[src/rtl/burst_col_gen.sv]
module burst_col_gen #(
  parameter int COL_W     = 9,
  parameter int LEN_W     = 3,
  parameter int MAX_LOG   = 3
) (
  input  logic             clk,
  input  logic             rst_n,
  input  logic             start,
  input  logic [COL_W-1:0] start_col,
  input  logic [LEN_W-1:0] len_sel,
  input  logic             ilv,
  input  logic             term,
  output logic             col_valid,
  output logic [COL_W-1:0] col,
  output logic             last,
  output logic             bad_combo
);

  logic             active, ilv_r, full_r, bad_r;
  logic [COL_W-1:0] base, cnt, mask_r;

  wire              full_req = len_sel > LEN_W'(MAX_LOG);
  wire [COL_W-1:0]  mask_req = full_req ? {COL_W{1'b1}}
                                        : ((COL_W'(1) << len_sel) - COL_W'(1));
  wire [COL_W-1:0]  seq_col  = (base & ~mask_r) | ((base + cnt) & mask_r);
  wire              at_end   = !full_r && (cnt == mask_r);

  assign col       = ilv_r ? (base ^ cnt) : seq_col;
  assign col_valid = active;
  assign last      = active && at_end;
  assign bad_combo = active && bad_r;

  always_ff @(posedge clk) begin
    if (!rst_n) begin
      active <= 1'b0;
      ilv_r  <= 1'b0;
      full_r <= 1'b0;
      bad_r  <= 1'b0;
      base   <= '0;
      cnt    <= '0;
      mask_r <= '0;
    end else if (start) begin
      active <= 1'b1;
      base   <= start_col;
      cnt    <= '0;
      mask_r <= mask_req;
      full_r <= full_req;
      ilv_r  <= ilv && !full_req;
      bad_r  <= ilv && full_req;
    end else if (term) begin
      active <= 1'b0;
    end else if (active) begin
      if (at_end) active <= 1'b0;
      else        cnt    <= cnt + COL_W'(1);
    end
  end


  a_r1_first_beat: assert property (@(posedge clk) disable iff (!rst_n)
    start |=> (col_valid && col == $past(start_col)));


  a_r2_last_then_idle: assert property (@(posedge clk) disable iff (!rst_n)
    (last && !start) |=> !col_valid);

  a_r2_last_needs_valid: assert property (@(posedge clk) disable iff (!rst_n)
    last |-> col_valid);


  a_r3_seq_step: assert property (@(posedge clk) disable iff (!rst_n)
    (col_valid && !last && !start && !term && !ilv_r)
      |=> (((col - $past(col)) & $past(mask_r)) == COL_W'(1)));


  a_r6_term_stops: assert property (@(posedge clk) disable iff (!rst_n)
    (term && !start) |=> !col_valid);


  a_r8_bad_in_burst: assert property (@(posedge clk) disable iff (!rst_n)
    bad_combo |-> (col_valid && !last));

endmodule

[config.mk]
export PLATFORM = sky130hd
export DESIGN_NAME = burst_col_gen
export DESIGN_NICKNAME = d
export VERILOG_FILES = /design/src/rtl/burst_col_gen.sv
export SDC_FILE = /design/constraint.sdc
export NUM_CORES = 1
export LEC_CHECK = 0
export BUFFER_PORTS_ARGS = -buffer_cell sky130_fd_sc_hd__buf_2
export CAP_MARGIN = 10
export CORE_MARGIN = 1
export CORE_UTILIZATION = 49
export CTS_BUF_LIST = sky130_fd_sc_hd__clkbuf_4 sky130_fd_sc_hd__clkbuf_8
export DETAILED_ROUTE_END_ITERATION = 10
export PLACE_DENSITY = 0.7
export SLEW_MARGIN = 0
export SYNTH_ARGS = -nofsm -noshare
export SYNTH_HDL_FRONTEND = slang
export SYNTH_SLANG_ARGS = --single-unit
export TNS_END_PERCENT = 20
[constraint.sdc]
create_clock -name clk -period 5.38 [get_ports clk]
set_clock_uncertainty 0.2 [all_clocks]
set_input_delay 0.807 -clock clk [delete_from_list [all_inputs] [get_ports clk]]
set_output_delay 0.807 -clock clk [all_outputs]
set_load 0.02 [all_outputs]
Yosys cells after proc, flatten, opt, wreduce, memory -nomap -nowiden
Index checks and enable logic that the tools add are counted.
Word-level totals
  output and inout port bits: 12
  logic and storage cells: 36
  input port bits: 17
  register bits: 31
Cells by class
  bitwise operators: 8
  muxes and demuxes: 6
  reduce and logical (&&, ||, !) cells: 9
  equality and inequality tests: 1
  shift-type cells: 1
  magnitude comparators: 1
  add/subtract/negate cells: 3
Operators by type and width (count)
  bitwise AND 9 bit: 2
  two-way mux 9 bit: 2
  adder 9 x 1 -> 9 bit, second input constant: 1
  adder 9 bit: 1
  equality test 9 bit: 1
  inverter 9 bit: 1
  OR 9 bit: 1
  left shift 1 x 3 -> 9 bit, first input constant: 1
  subtractor 9 x 1 -> 9 bit, second input constant: 1
  bitwise XOR 9 bit: 1
  logical AND 1 bit: 5
  two-way mux 1 bit: 4
  greater-than comparator 3 x 2 -> 1 bit, second input constant: 1
  inverter 1 bit: 3
  AND reduction 3 bit: 1
  zero test 1 bit: 2
  OR reduction 2 bit: 1

Longest topological paths before layout
  depth after elaboration: 6
  mapped depth: 9
  depth with buffers taken out: 9

Worst setup path before layout
No wires, ideal clock.
  path kind: register -> output
  start: register cnt[0]
  end: output col[6]
  buffers on the path: 0
  required time: 4.373 ns
  slack: 2.260 ns
  arrival time: 2.113 ns
  cell stages (with the launch flop): 9
  cell sequence: dfxtp_1 -> ha_1 -> inv_1 -> fa_1 -> nor2b_1 -> o31a_1 -> o21a_1 -> o31ai_1 -> a221oi_1
On the way
  longest elaborated chain between the ends: 4
RTL lines
  from (decl): line 20  | logic [COL_W-1:0] base, cnt, mask_r;
  from (signal assigned): line 54  | else cnt <= cnt + COL_W'(1);
  adder 9 bit: line 25  | wire [COL_W-1:0] seq_col = (base & ~mask_r) | ((base + cnt) & mask_r);
  bitwise AND 9 bit: line 25
  OR 9 bit: line 25
  two-way mux 9 bit: line 28  | assign col = ilv_r ? (base ^ cnt) : seq_col;
  to (decl): line 14  | output logic [COL_W-1:0] col,
Every way passes these cells.

Worst setup path in the final report
  start: register cnt[0]
  end: output col[8]
Same word-level chain as after synthesis.

==> flow_summary_export.csv <==
group,metric,value,unit
global_route,number_of_antenna_violations_at_the_first_check_in_global_routing,0,
worst_hold_path,worst_hold_path_type,"flip-flop to flip-flop",
critical_path,start_kind,"flip-flop",
floorplan,floorplan.die_area,4130,um2
placed_design,finalWeightedCongestion,0.792,
synth,postSynth.topFlopCell,"dfxtp_1",
critical_path,critPathArrivalTime,2.56,ns
cts,cts.htree.levels,2,
pwr,power.leakage,0.870,nW
placed_design,dp_hpwl,2810,um
detailed_routing,vias_per_cell,5.27,
detailed_routing,drt_first_iter_violations,67,
floorplan,die_x,64.3,um
floorplan,fp.dieH,64.3,um
detailed_routing,routedWlPerCell,13.0,um
timing,finalSetupViolCount,0,
cts,tritoncts,"built",
worst_hold_path,min_delay_worst_endpoint,"bad_r",
timing,final_period_utilization,66.3,%
timing,clock.fmax,280,MHz
cells_and_area,layout_commonest_cell,"dfxtp_1",
cts,postCtsHoldBufs,0,
floorplan,initial_core_util,51.6,%
synth,yosysWarningCount,0,
cells_and_area,proportion_of_layout_cells_with_a_drive_suffix_above_1,16.5,%
detailed_routing,route.detailed.drc,0,
cells_and_area,syn2layout_area_growth,13.0,%
cts,clockBufferDepth,2,
synth,mappedNetlistNets,250,
critical_path,regToRegEndpoint,"cnt[0]",
worst_hold_path,hp-start,"bad_r",
timing,min_tclk_post_route,3.57,ns
detailed_routing,route.antenna.remaining_nets,0,
placed_design,port_buffers,28,
global_route,groute.usage.overall,21.2,%
cells_and_area,most-common-layout-cells,"dfxtp_1, buf_2, nor2_1",
global_route,first_pass_grt_wire_length,6650,um
status,outcome,"complete, no violations",
global_route,residual_overflow_from_global_routing,0,
pwr,vdd_ir_drop_max,0.000143,V
cts,cts_repair_resize_count,0,
synth,syn_avg_cell_area,8.57,um2
critical_path,timing.critical_path.required,4.37,ns
synth,synth_edf_count,0,
detailed_routing,route.final.wire_length,3850,um
synth,synth-seq-cells,31,
critical_path,worstPathMaxFanout,5,
floorplan,io-pin-count,29,
global_route,grt_pass1_vias,1450,
detailed_routing,vias,1564,
critical_path,crit_path_end_kind,"primary output",
synth,share_of_synthesized_area_occupied_by_flip_flops_and_latches,32.6,%
cts,cts.reportedPaths.clkPinSlew,0.07,ns
job,maxCapViolations,0,
floorplan,core-area,3690,um2
critical_path,worst-r2r-setup-slack,3.05,ns
timing,drv_slew,0,
critical_path,criticalPathCategory,"flip-flop to primary output",
synth,synth-async-reset-ratio,0,%
timing,worst_hold_slack,0.275,ns
detailed_routing,firstDrtPassIters,4,
synth,netlist-cell-type-count,40,
worst_hold_path,whs_path_depth,2,
timing,worst_slew_margin_rel,38.4,%
critical_path,reg2reg_depth,6,
cts,numCtsBuffers,5,
timing,slew_at_the_pin_closest_to_its_max_slew_limit,0.917,ns
timing,unrepaired_setup_endpoints_after_global_routing,"false",
pwr,power_density,242,nW/um2
synth,netlist_area,1900,um2
timing,final.setup.tns,0,ns
synth,post_synth_inst_count,222,
cts,clockRootBuffer,"clkbuf_8",
cts,cts_sinks,31,
critical_path,crit-reg2reg-launch,"cnt[0]",
cts,clkLatencyLatePin,0.28,ns
timing,hold_viol_final,0,
cells_and_area,antenna_cell_count,0,
cts,post-cts-setup-buffers,0,
floorplan,placement_rows,22,
global_route,grt_max_degree,30,
cells_and_area,nets,276,
[worst max path at each step]
stage	depth (start not counted)	slack (ns)	endpoint	from
2_1_floorplan	8	2.26	col[6]	cnt[0]
3_3_place_gp	10	2.18	col[8]	cnt[0]
3_5_place_dp	10	2.12	col[8]	cnt[0]
4_1_cts	10	1.80	col[8]	cnt[0]
5_1_grt	10	1.60	col[8]	cnt[0]
6_report	10	1.81	col[8]	cnt[0]
[cell usage after synthesis (all sizes together), types with 3 or more instances]
master  number  share of area, %
ha          10               6.6
nand3        4               1.1
nand2b      12               3.9
nor2b       15               4.9
o21ai       12               3.2
o21a         5               2.0
a21boi       6               2.4
buf          4               1.2
dfxtp       31                33
a21oi       10               2.6
and2         3               1.1
nand2       11               2.2
xnor2       16               7.4
mux2i       11               5.8
o31ai        3               1.2
inv          7               1.4
nor3         5               1.3
nor2        24               4.7
or3          5               1.6
clkbuf       5              0.99
[where the power goes]
group	switching (mW)	leakage, nW	internal [mW]
Clock	0.0845	0.0491	0.101
Combinational	0.0446	0.566	0.0375
Sequential	0.0125	0.255	0.240
[metal layers]
metal / vias to the layer above / track usage, % / wire length [um]
met5: - / 0 / 0
met4: 0 / 6.67 / 45
met3: 4 / 5.89 / 155
met2: 27 / 34.5 / 1800
met1: 704 / 26.8 / 1850
li1: 829 / - / -
[metrics by stage]
stage / setup slack, ns / power (mW) / instance area [um2] / std cells / utilization (%)
2_1_floorplan: 2.26 / 0.316 / 1900 / 222 / -
3_3_place_gp: 2.18 / 0.340 / 2060 / 289 / 55.8
3_5_place_dp: 2.12 / 0.341 / 2060 / 289 / 55.8
4_1_cts: 1.80 / 0.525 / 2150 / 297 / 58.2
5_1_grt: 1.60 / 0.546 / 2150 / 297 / 58.2
6_report: 1.81 / 0.520 / 2150 / 297 / 58.2
[layout make-up]
cell class / instances / area [um2]
Tap cell: 48 / 60.1
Multi-Input combinational cell: 175 / 1210
Clock inverter: 1 / 5.00
Fill cell: 361 / 1540
Timing Repair Buffer: 28 / 140
Clock buffer: 7 / 83.8
Sequential cell: 31 / 621
Inverter: 7 / 26.3
[state kept, by name (all words and copies together) (netlist names)]
register and cells:
bad_r 1, base 9, mask_r 9, col_valid 1, full_r 1, cnt 9
ilv_r 1
[cells by family after synthesis]
group	synth area share [%]
adder cells (fa/ha/maj)	7.63
AND/OR/NAND/NOR	24.9
buffers and inverters	3.62
multiplexers	6.38
AO/OA/AOI/OAI	17.0
XOR/XNOR	7.83
flip-flops	32.6
[critical path: stages, from the launching register on]
cell      delay [ns]
dfxtp_1         0.42
ha_1            0.20
inv_1           0.05
fa_1            0.37
nor2b_1         0.21
o31a_1          0.21
o221ai_1        0.15
a22o_1          0.20
a21oi_1         0.16
xnor2_1         0.13
buf_2           0.17
Power figures use the tool's default switching activity.
